$ cat config.mk
export PLATFORM = sky130hd
export DESIGN_NAME = usb_crc_unit
export DESIGN_NICKNAME = d
export VERILOG_FILES = /design/src/rtl/usb_crc_pkg.sv /design/src/rtl/usb_crc_lfsr.sv /design/src/rtl/usb_crc_txshift.sv /design/src/rtl/usb_crc_unit.sv
export SDC_FILE = /design/constraint.sdc
export NUM_CORES = 1
export LEC_CHECK = 0
export ABC_AREA = 1
export BUFFER_PORTS_ARGS = -buffer_cell sky130_fd_sc_hd__buf_2
export CORE_MARGIN = 2
export CORE_UTILIZATION = 52
export CTS_CLUSTER_DIAMETER = 60
export CTS_CLUSTER_SIZE = 28
export DETAILED_ROUTE_END_ITERATION = 16
export PLACE_DENSITY = 0.76
export SETUP_SLACK_MARGIN = 0.05
export SLEW_MARGIN = 20
export SYNTH_ARGS = -nofsm -noshare
export SYNTH_HDL_FRONTEND = slang
export SYNTH_SLANG_ARGS = --single-unit
$ cat constraint.sdc
create_clock -name clk -period 3.9 [get_ports clk]
set_input_delay 0 -clock clk [delete_from_list [all_inputs] [get_ports clk]]
set_output_delay 0 -clock clk [all_outputs]
set_load 0.03 [all_outputs]
$ cat src/rtl/usb_crc_pkg.sv
package usb_crc_pkg;
   localparam int unsigned TOK_W_DEF = 5;
   localparam int unsigned DAT_W_DEF = 16;
   localparam logic [4:0]  TOK_POLY_DEF = 5'h05;
   localparam logic [4:0]  TOK_RES_DEF  = 5'h0C;
   localparam logic [15:0] DAT_POLY_DEF = 16'h8005;
   localparam logic [15:0] DAT_RES_DEF  = 16'h800D;

   typedef enum logic {
      FLD_DATA  = 1'b0,
      FLD_TOKEN = 1'b1
   } fld_kind_e;
endpackage

$ cat src/rtl/usb_crc_lfsr.sv
module usb_crc_lfsr #(
   parameter int unsigned W       = 16,
   parameter logic [W-1:0] POLY    = 16'h8005,
   parameter logic [W-1:0] INIT    = {W{1'b1}},
   parameter logic [W-1:0] RESIDUE = 16'h800D,
   parameter bit          REFLECT = 1'b0
) (
   input  logic         clk,
   input  logic         rst_n,
   input  logic         clr,
   input  logic         adv,
   input  logic         din,
   output logic [W-1:0] norm,
   output logic         hit
);
   if (W < 2) begin : g_bad_w
      $error("usb_crc_lfsr: W must be at least 2");
   end
   if (POLY[0] != 1'b1) begin : g_bad_poly
      $error("usb_crc_lfsr: POLY needs its constant term");
   end

   function automatic logic [W-1:0] flip(input logic [W-1:0] v);
      logic [W-1:0] o;
      for (int i = 0; i < W; i++) o[i] = v[W-1-i];
      return o;
   endfunction

   if (REFLECT == 1'b0) begin : g_left
      logic [W-1:0] r;
      logic         fb;
      assign fb = din ^ r[W-1];
      always_ff @(posedge clk or negedge rst_n) begin
         if (!rst_n)   r <= INIT;
         else if (clr) r <= INIT;
         else if (adv) r <= {r[W-2:0], 1'b0} ^ ({W{fb}} & POLY);
      end
      assign norm = r;
   end else begin : g_right
      localparam logic [W-1:0] RPOLY = flip(POLY);
      localparam logic [W-1:0] RINIT = flip(INIT);
      logic [W-1:0] rr;
      logic         fb;
      assign fb = din ^ rr[0];
      always_ff @(posedge clk or negedge rst_n) begin
         if (!rst_n)   rr <= RINIT;
         else if (clr) rr <= RINIT;
         else if (adv) rr <= {1'b0, rr[W-1:1]} ^ ({W{fb}} & RPOLY);
      end
      assign norm = flip(rr);
   end

   assign hit = (norm == RESIDUE);

   AST_CLR_PRESET: assert property (@(posedge clk) disable iff (!rst_n)
      clr |=> (norm == INIT));
   AST_IDLE_HOLD: assert property (@(posedge clk) disable iff (!rst_n)
      (!clr && !adv) |=> $stable(norm));
endmodule

$ cat src/rtl/usb_crc_txshift.sv
module usb_crc_txshift #(
   parameter int unsigned W = 16
) (
   input  logic         clk,
   input  logic         rst_n,
   input  logic         load,
   input  logic         adv,
   input  logic [W-1:0] fcs,
   output logic         bit_o,
   output logic         act
);
   localparam int unsigned CW = $clog2(W + 1);
   localparam logic [CW-1:0] FULL = CW'(W);

   if (W < 2) begin : g_bad_w
      $error("usb_crc_txshift: W must be at least 2");
   end

   logic [W-1:0]  sh;
   logic [CW-1:0] cnt;

   assign act   = (cnt != '0);
   assign bit_o = sh[W-1];

   always_ff @(posedge clk or negedge rst_n) begin
      if (!rst_n) begin
         sh  <= '0;
         cnt <= '0;
      end else if (!act) begin
         if (load) begin
            sh  <= fcs;
            cnt <= FULL;
         end
      end else if (adv) begin
         sh  <= {sh[W-2:0], 1'b0};
         cnt <= cnt - CW'(1);
      end
   end

   AST_TX_START: assert property (@(posedge clk) disable iff (!rst_n)
      (load && !act) |=> act);
   AST_TX_WAIT: assert property (@(posedge clk) disable iff (!rst_n)
      (act && !adv) |=> (act && $stable(bit_o)));
   AST_TX_BUSY_IGNORE: assert property (@(posedge clk) disable iff (!rst_n)
      (act && load && !adv) |=> $stable(cnt));
   AST_TX_STEP: assert property (@(posedge clk) disable iff (!rst_n)
      (act && adv) |=> (cnt == $past(cnt) - CW'(1)));
endmodule

$ cat src/rtl/usb_crc_unit.sv
module usb_crc_unit
   import usb_crc_pkg::*;
#(
   parameter int unsigned TOK_W    = TOK_W_DEF,
   parameter int unsigned DAT_W    = DAT_W_DEF,
   parameter logic [TOK_W-1:0] TOK_POLY = TOK_POLY_DEF,
   parameter logic [TOK_W-1:0] TOK_RES  = TOK_RES_DEF,
   parameter logic [DAT_W-1:0] DAT_POLY = DAT_POLY_DEF,
   parameter logic [DAT_W-1:0] DAT_RES  = DAT_RES_DEF,
   parameter bit          REFLECT  = 1'b0
) (
   input  logic clk,
   input  logic rst_n,
   input  logic fld_clr,
   input  logic bit_vld,
   input  logic bit_in,
   input  logic fld_is_token,
   input  logic chk_stb,
   input  logic tx_go,
   output logic chk_done,
   output logic chk_ok,
   output logic tx_bit,
   output logic tx_act
);
   localparam logic [TOK_W-1:0] TOK_INIT = {TOK_W{1'b1}};
   localparam logic [DAT_W-1:0] DAT_INIT = {DAT_W{1'b1}};

   if (TOK_W >= DAT_W) begin : g_bad_widths
      $error("usb_crc_unit: token check must be narrower than data check");
   end

   logic              absorb;
   logic [TOK_W-1:0]  tok_reg;
   logic [DAT_W-1:0]  dat_reg;
   logic              tok_hit;
   logic              dat_hit;
   logic              sel_hit;
   fld_kind_e         kind;
   logic              done_q;
   logic              ok_q;

   assign absorb = bit_vld & ~tx_act;
   assign kind   = fld_kind_e'(fld_is_token);

   usb_crc_lfsr #(
      .W(TOK_W), .POLY(TOK_POLY), .INIT(TOK_INIT), .RESIDUE(TOK_RES), .REFLECT(REFLECT)
   ) u_tok (
      .clk(clk), .rst_n(rst_n), .clr(fld_clr), .adv(absorb), .din(bit_in),
      .norm(tok_reg), .hit(tok_hit)
   );

   usb_crc_lfsr #(
      .W(DAT_W), .POLY(DAT_POLY), .INIT(DAT_INIT), .RESIDUE(DAT_RES), .REFLECT(REFLECT)
   ) u_dat (
      .clk(clk), .rst_n(rst_n), .clr(fld_clr), .adv(absorb), .din(bit_in),
      .norm(dat_reg), .hit(dat_hit)
   );

   usb_crc_txshift #(.W(DAT_W)) u_tx (
      .clk(clk), .rst_n(rst_n), .load(tx_go), .adv(bit_vld),
      .fcs(~dat_reg), .bit_o(tx_bit), .act(tx_act)
   );

   always_comb begin
      case (kind)
         FLD_TOKEN: sel_hit = tok_hit;
         default:   sel_hit = dat_hit;
      endcase
   end

   always_ff @(posedge clk or negedge rst_n) begin
      if (!rst_n) begin
         done_q <= 1'b0;
         ok_q   <= 1'b0;
      end else begin
         done_q <= chk_stb & ~fld_clr;
         if (fld_clr)      ok_q <= 1'b0;
         else if (chk_stb) ok_q <= sel_hit;
      end
   end

   assign chk_done = done_q;
   assign chk_ok   = ok_q;

   logic unused_regs;
   assign unused_regs = ^{tok_reg};

   AST_DONE_AFTER_STB: assert property (@(posedge clk) disable iff (!rst_n)
      (chk_stb && !fld_clr) |=> chk_done);
   AST_NO_STRAY_DONE: assert property (@(posedge clk) disable iff (!rst_n)
      (!chk_stb || fld_clr) |=> !chk_done);
   AST_CLR_DROPS_OK: assert property (@(posedge clk) disable iff (!rst_n)
      fld_clr |=> !chk_ok);
   AST_OK_HOLD: assert property (@(posedge clk) disable iff (!rst_n)
      (!chk_stb && !fld_clr) |=> $stable(chk_ok));
   AST_TX_NO_ABSORB: assert property (@(posedge clk) disable iff (!rst_n)
      (tx_act && !fld_clr) |=> $stable(dat_reg));
endmodule

==> flow_metrics.env, run 1 <==
export IMPL_status="complete, no violations"
export IMPL_clkTransAtPathRegs_ps=80
export IMPL_path_cells="inv_1 > ha_1 > nand3b_4 > nand2_4 > nand2_4 > nand2_1 > nand2_1"
export IMPL_globalplace_congestion=0.768
export IMPL_min_period_ps=1770
export IMPL_gr_total_overflow=0
export IMPL_min_path_cells=4
export IMPL_fin_ws_ps=2130
export IMPL_crit_cells=7
export IMPL_fin_crit_sh=0.455
export IMPL_place_area_mm2=0.00224
export IMPL_synthFlopType="dfrtp_1"
export IMPL_p_leak_nw=1.21
export IMPL_synth_most_common_cell="nand2_1"
export IMPL_slowest_stage="dfrtp_1"
export IMPL_ys_warn_count=0
export IMPL_arrival_ps=1970
export IMPL_seqPwrFrac=0.491
export IMPL_slowest_delay_ps=390
export IMPL_ys_ff_latch=44
export IMPL_hold_viol=0
export IMPL_clkLatencyLatePin_ps=290
export IMPL_hold_path_startpoint="fld_is_token"
export IMPL_dp_hpwl_um=2630
export IMPL_die_w_um=69.3
export IMPL_rsz0062_at_grt="false"
export IMPL_worstSetupStartpointType="flip-flop"
export IMPL_n_fill_cell=371
export IMPL_synth_edf_count=0
export IMPL_relSlewSlack=0.529
export IMPL_worst_slew_pin_transition_ps=705
export IMPL_powerDensity_mw_per_mm2=592
export IMPL_reg2reg_depth=7
export IMPL_setup_viol=0
export IMPL_clock_fmax_mhz=564
export IMPL_p_clk_frac=0.222
export IMPL_synth_cell_types=24
export IMPL_async_flop_share=1.00
export IMPL_grt_pass1_vias=1565
export IMPL_seq_area_frac_synth=0.508
export IMPL_routedWlPerCell_um=12.4
export IMPL_ctsLongestPathBuffers=2
export IMPL_drt_initial_drc_count=128
export IMPL_synth_area_top_cells="dfrtp_1 26%, dfstp_2 25%, nand2_1 16%"
export IMPL_area_delta_synth_final_pct=7.27
export IMPL_path_class="flip-flop to flip-flop"
export IMPL_cts_sinks=44
export IMPL_drive_gt1_frac=0.174
export IMPL_sw_frac_of_total=0.356
export IMPL_path_buf_inv=1
export IMPL_grt_usage=0.183
export IMPL_finalMaxSlewViolations=0
export IMPL_syn_inst=273
export IMPL_yosys_area_top_type="dfrtp_1"
export IMPL_cp_required_ps=4090
export IMPL_cts_tree="yes"
export IMPL_multi_input_area_um2=932
export IMPL_timing_setup_tns_ps=0
export IMPL_ir_drop_mv=0.203
export IMPL_grt_antenna_before_repair=0
export IMPL_antenna_cells=0
export IMPL_grt_first_pass_wirelength_um=7140
export IMPL_rrSetupSlack_ps=2130
export IMPL_io_pins=12
export IMPL_cts_root_buf="clkbuf_8"
export IMPL_switchingPower_uw=502
export IMPL_holdPathEnd="chk_ok$_DFFE_PN0P_"
export IMPL_seqCellArea_mm2=0.00113
export IMPL_place_ws_ps=2130
export IMPL_comb_power_share=0.287
export IMPL_reg2reg_to="u_tx.sh[15]$_DFFE_PN0P_"
export IMPL_rows=23
export IMPL_final_nets=289
export IMPL_syn_mean_instance_area_um2=8.13
export IMPL_postRouteAntennaNets=0
export IMPL_htreeDepth=2
export IMPL_die_area_mm2=0.00481
export IMPL_crit_family="simple AND/OR/NAND/NOR gates"
export IMPL_grt_max_degree=45
export IMPL_cp_end_kind="flip-flop"
export IMPL_finClkSkew_ps=4.57
export IMPL_dr_pass1_iters=4
export IMPL_vias_per_cell=5.16
export IMPL_yosysTopAreaCellShare=0.259
export IMPL_die_y_um=69.3
export IMPL_design_area_mm2=0.00238
export IMPL_drc=0
export IMPL_vias=1709
export IMPL_critPathMaxFanout=34
export IMPL_cts_buffers=5
export IMPL_cts_resized=0
export IMPL_io_buffers=11
export IMPL_yosys_top_cells_count="94 x nand2_1, 44 x nand3_1, 23 x dfrtp_1"
export IMPL_internal_power_uw=909
export IMPL_crit_start="u_tx.cnt[0]$_DFFE_PN0P_"
export IMPL_wl_um=4100
export IMPL_coreArea_mm2=0.00406
export IMPL_syn_area_mm2=0.00222
export IMPL_start_util=0.547
export IMPL_syn_num_nets=282
export IMPL_hp_class="primary input to flip-flop"
export IMPL_maxCapViolations=0
export IMPL_reg2reg_from="u_tx.cnt[0]$_DFFE_PN0P_"
repair_timing:
item,in CTS,in global routing
setup endpoints to repair,0,0
hold buffers,2,0
buffers inserted,0,0
hold endpoints to repair,25,0
cells in the final DEF, fill, tap and decap left out:
master and instances:
dfstp_2 21, nor2_1 12, nor2_4 2, nor3_1 1
o21ai_1 2, nand2_2 2, nand3_1 44, nand3b_4 1
dlygate4sd3_1 2, xor2_1 2, inv_1 15, buf_2 11
ha_1 1, a21oi_1 13, nand3b_1 1, nand2_1 94
nand2_4 2, clkbuf_8 7, dfrtp_1 23, buf_12 1
o21ai_0 19, clkbuf_1 1, xnor2_1 2, buf_4 1
or2_2 1
state kept, by name, indices dropped and copies added, names as in the netlist:
name / count
u_dat.norm: 16
chk_done: 1
u_tx.sh: 16
u_tx.cnt: 5
chk_ok: 1
u_tok.norm: 5
stage by stage:
step | total power [mW] | hold WS [ps] | std cells | utilization
2_1_floorplan | 1.03 | -296 | 273 | -
3_3_place_gp | 1.10 | 206 | 320 | 0.552
3_5_place_dp | 1.11 | 198 | 320 | 0.552
4_1_cts | 1.42 | 20.0 | 330 | 0.582
5_1_grt | 1.52 | 40.0 | 331 | 0.587
6_report | 1.41 | 25.0 | 331 | 0.587
power groups by stage:
stage | Clock, mW | Combinational [mW] | Sequential [mW]
after global routing | 0.337 | 0.475 | 0.708
after CTS | 0.321 | 0.408 | 0.693
after detailed placement | 0 | 0.404 | 0.701
after floorplan | 0 | 0.356 | 0.678
final | 0.313 | 0.405 | 0.693
after global placement | 0 | 0.398 | 0.699
cells by family (layout without fill, tap and decap cells):
kind of cell	Yosys count	in the layout	share of synthesized area
AND/OR/NAND/NOR	160	160	0.322
flip-flops	44	44	0.508
AO/OA/AOI/OAI	34	34	0.0767
buffers and inverters	30	38	0.0721
XOR/XNOR	4	4	0.0158
adder cells (fa/ha/maj)	1	1	0.00564
worst max-delay path by stage:
| stage | endpoint | slack (ps) |
|---|---|---|
| 6_report | u_tx.sh[15]$_DFFE_PN0P_ | 2130 |
| 5_1_grt | u_tx.sh[15]$_DFFE_PN0P_ | 1910 |
| 4_1_cts | u_tx.sh[2]$_DFFE_PN0P_ | 2120 |
| 3_5_place_dp | u_tx.sh[2]$_DFFE_PN0P_ | 2130 |
| 3_3_place_gp | u_tx.sh[2]$_DFFE_PN0P_ | 2150 |
| 2_1_floorplan | u_tx.sh[15]$_DFFE_PN0P_ | 2570 |
final cells by class:
class	instances	area share
clock buffers	8	0.0420
inverters	15	0.0236
well taps	50	0.0263
multi-input cells	199	0.391
repair buffers	15	0.0431
flip-flops and latches	44	0.473
metal layers:
layer  vias up  share of wire  GRT usage  wire, um
li1        893              -          -         -
met2        29           0.44      0.287      1810
met1       782           0.51      0.252      2100
met3         5          0.033     0.0349       135
met5         -              0          0         0
met4         0          0.015     0.0654        60
tightest hold or removal path, stage by stage:
cell     delay, ps
buf_2           90
nor3_1          40
nand3_1         80
a21oi_1         60
Power figures use the tool's default switching activity.
==> run 2: changes to the inputs <==
--- a/config.mk
+++ b/config.mk
@@ -5,14 +5,14 @@
 export SDC_FILE = /design/constraint.sdc
 export NUM_CORES = 1
 export LEC_CHECK = 0
-export ABC_AREA = 1
+export ABC_AREA = 0
 export BUFFER_PORTS_ARGS = -buffer_cell sky130_fd_sc_hd__buf_2
 export CORE_MARGIN = 2
 export CORE_UTILIZATION = 52
 export CTS_CLUSTER_DIAMETER = 60
 export CTS_CLUSTER_SIZE = 28
 export DETAILED_ROUTE_END_ITERATION = 16
-export PLACE_DENSITY = 0.76
+export PLACE_DENSITY = 0.78
 export SETUP_SLACK_MARGIN = 0.05
 export SLEW_MARGIN = 20
 export SYNTH_ARGS = -nofsm -noshare
==> constraint.sdc (replaced) <==
create_clock -name clk -period 1.5 [get_ports clk]
set_input_delay 0 -clock clk [delete_from_list [all_inputs] [get_ports clk]]
set_output_delay 0 -clock clk [all_outputs]
set_load 0.03 [all_outputs]
==> run 2 against run 1 <==
The flow now finishes with violations (setup timing). Highest routed layer unchanged. Non-clock buffer count increased by 39. Area after synthesis down 3.7%. Cell count fell by 14%. Total power rose to 3.3 times the previous value. Via count fell by 2.5%. Sequential power rose to 2.5 times the previous value. Cell area up 20%. Register-to-register slack lost 2500 ps. Largest power group is now combinational logic. Worst hold slack lost 16 ps. Die area decreased by 3.5%. Global-route usage rose by 6.7 points.
==> flow_metrics.env, run 2 <==
export IMPL_hold_viol=0
export IMPL_vias=1666
export IMPL_status="finished, violations left"
export IMPL_cp_required_ps=1680
export IMPL_seqCellArea_mm2=0.00113
export IMPL_syn_mean_instance_area_um2=11.7
export IMPL_hold_path_startpoint="chk_stb"
export IMPL_coreArea_mm2=0.00397
export IMPL_grt_first_pass_wirelength_um=8530
export IMPL_holdPathEnd="chk_done$_DFF_PN0_"
export IMPL_ys_warn_count=0
export IMPL_worstSetupStartpointType="flip-flop"
export IMPL_hp_class="primary input to flip-flop"
export IMPL_cts_sinks=44
export IMPL_cts_root_buf="clkbuf_8"
export IMPL_io_pins=12
export IMPL_ir_drop_mv=0.903
export IMPL_p_clk_frac=0.210
export IMPL_synth_cell_types=35
export IMPL_finalMaxSlewViolations=0
export IMPL_final_common_cell="buf_4"
export IMPL_clkTransAtPathRegs_ps=80
export IMPL_timing_setup_tns_ps=-12500
export IMPL_syn_num_nets=192
export IMPL_hold_slack_ps=9.27
export IMPL_powerDensity_mw_per_mm2=1640
export IMPL_comb_power_share=0.417
export IMPL_fin_crit_sh=1.26
export IMPL_relSlewSlack=0.458
export IMPL_io_buffers=11
export IMPL_seqPwrFrac=0.373
export IMPL_finClkSkew_ps=5.35
export IMPL_switchingPower_mw=1.47
export IMPL_clkLatencyLatePin_ps=290
export IMPL_start_util=0.538
export IMPL_dp_hpwl_um=3250
export IMPL_grt_pass1_vias=1685
export IMPL_critPathMaxFanout=14
export IMPL_rsz0062_at_grt="true"
export IMPL_n_fill_cell=261
export IMPL_sw_frac_of_total=0.313
export IMPL_globalplace_congestion=0.779
export IMPL_final_nets=242
export IMPL_seq_area_frac_synth=0.527
export IMPL_grt_antenna_before_repair=0
export IMPL_syn_area_mm2=0.00214
export IMPL_internal_power_mw=3.22
export IMPL_yosys_area_top_type="dfrtp_1"
export IMPL_setup_viol=42
export IMPL_postRouteAntennaNets=0
export IMPL_rrSetupSlack_ps=-390
export IMPL_synth_most_common_cell="dfrtp_1"
export IMPL_dr_pass1_iters=4
export IMPL_p_leak_nw=1.42
export IMPL_min_path_cells=2
export IMPL_multi_input_area_um2=961
export IMPL_area_delta_synth_final_pct=33.5
export IMPL_maxCapViolations=0
export IMPL_gr_total_overflow=0
export IMPL_grt_max_degree=45
export IMPL_drt_initial_drc_count=81
export IMPL_arrival_ps=2070
export IMPL_synth_area_top_cells="dfrtp_1 27%, dfstp_2 26%, mux2i_1 10%"
export IMPL_min_period_ps=1890
export IMPL_cp_end_kind="flip-flop"
export IMPL_wl_um=5190
export IMPL_die_area_mm2=0.00464
export IMPL_routedWlPerCell_um=18.3
export IMPL_synthFlopType="dfrtp_1"
export IMPL_yosysTopAreaCellShare=0.269
export IMPL_yosys_top_cells_count="23 x dfrtp_1, 22 x mux2i_1, 21 x dfstp_2"
export IMPL_htreeDepth=2
export IMPL_rows=23
export IMPL_layout_common_cells="26 x buf_4, 23 x dfrtp_1, 22 x mux2i_1, 21 x dfstp_2, 19 x inv_1"
export IMPL_ys_ff_latch=44
export IMPL_reg2reg_depth=7
export IMPL_cts_buffers=5
export IMPL_failed_checks="setup timing"
export IMPL_syn_inst=183
export IMPL_crit_start="u_tx.cnt[1]$_DFFE_PN0P_"
export IMPL_die_w_um=68.1
export IMPL_path_class="flip-flop to flip-flop"
export IMPL_cts_tree="yes"
export IMPL_ctsLongestPathBuffers=2
export IMPL_reg2reg_from="u_tx.cnt[1]$_DFFE_PN0P_"
export IMPL_drive_gt1_frac=0.432
export IMPL_die_y_um=68.1
export IMPL_vias_per_cell=5.87
export IMPL_drc=0
export IMPL_synth_edf_count=0
export IMPL_reg2reg_to="u_tx.sh[10]$_DFFE_PN0P_"
export IMPL_async_flop_share=1.00
export IMPL_worst_slew_pin_transition_ps=802
export IMPL_grt_usage=0.249
export IMPL_fin_ws_ps=-394
export IMPL_antenna_cells=0
export IMPL_clock_fmax_mhz=528
==> run 2: changes by cell type after synthesis, moves of 5 or more <==
cell	change
a211o_1	+15
a311o_1	+5
nand2_1	-92
o21ai_0	-18
a21oi_1	-10
clkbuf_1	+5
nor3_1	+9
and3_1	+7
mux2_2	+8
mux2i_1	+22
nand3_1	-40
nor2_1	-9
==> run 2: kinds of logic after synthesis <==
group	count (synthesis)	share of synthesized area
DFF	44	0.527
and+or+nand+nor	37	0.108
AOI/OAI and AO/OA	33	0.127
buffers and inverters	31	0.0562
muxes	31	0.152
xor gates and xnor gates	6	0.0246
adders and majority gates	1	0.00585
==> run 2: stage by stage <==
stage	total power, mW	worst slack (ps)	cells	instance area, um2	util
after floorplan	2.60	-387	183	2170	-
after global placement	3.12	-314	260	2460	0.619
after detailed placement	3.22	-399	260	2460	0.619
after CTS	4.54	-401	280	2790	0.704
after global routing	4.90	-482	284	2860	0.719
final	4.69	-394	284	2860	0.719
==> run 2: power by group through the flow <==
stage          clock (mW)  combinational (mW)  sequential [mW]
3_5_place_dp            0                1.47             1.75
2_1_floorplan           0               0.873             1.73
3_3_place_gp            0                1.39             1.73
5_1_grt              1.03                2.10             1.77
6_report            0.984                1.95             1.75
4_1_cts             0.990                1.82             1.73
==> run 2: how the worst max path moves through the flow <==
stage                                 endpoint  cells after the start
floorplan              u_tx.sh[11]$_DFFE_PN0P_                      6
global placement       u_tx.sh[10]$_DFFE_PN0P_                      6
detailed placement  u_dat.norm[15]$_DFFE_PN1P_                      7
CTS                    u_tx.sh[15]$_DFFE_PN0P_                      7
global route           u_tx.sh[15]$_DFFE_PN0P_                      7
finish                 u_tx.sh[10]$_DFFE_PN0P_                      7
==> run 2: layout make-up <==
class / count / share of cell area
timing repair buffer: 54 / 0.174
multi-input combinational: 108 / 0.337
tap: 50 / 0.0219
sequential: 44 / 0.395
inverter: 20 / 0.0280
clock inverter: 1 / 0.0105
clock buffer: 7 / 0.0337
==> run 2: worst max-delay path: stages (launching register included) <==
cell and delay (ps):
dfrtp_1 380, inv_1 60, ha_2 180, nor4b_4 230, buf_4 180, mux2i_4 240
buf_12 170, mux2_2 340
==> run 2: layer usage <==
metal,GRT usage,share of wire,up-vias
li1,-,-,759
met1,0.328,0.42,832
met2,0.416,0.52,69
met3,0.0559,0.057,6
met4,0.0675,0.0092,0
met5,0,0,-
==> run 2: what timing repair did <==
action	in CTS	in global routing
setup buffers	10	4
cloned	1	0
endpoints found under the hold margin	23	0
pin swaps	7	2
resized for setup	26	6
hold buffers	1	0
endpoints found under the setup margin	42	42
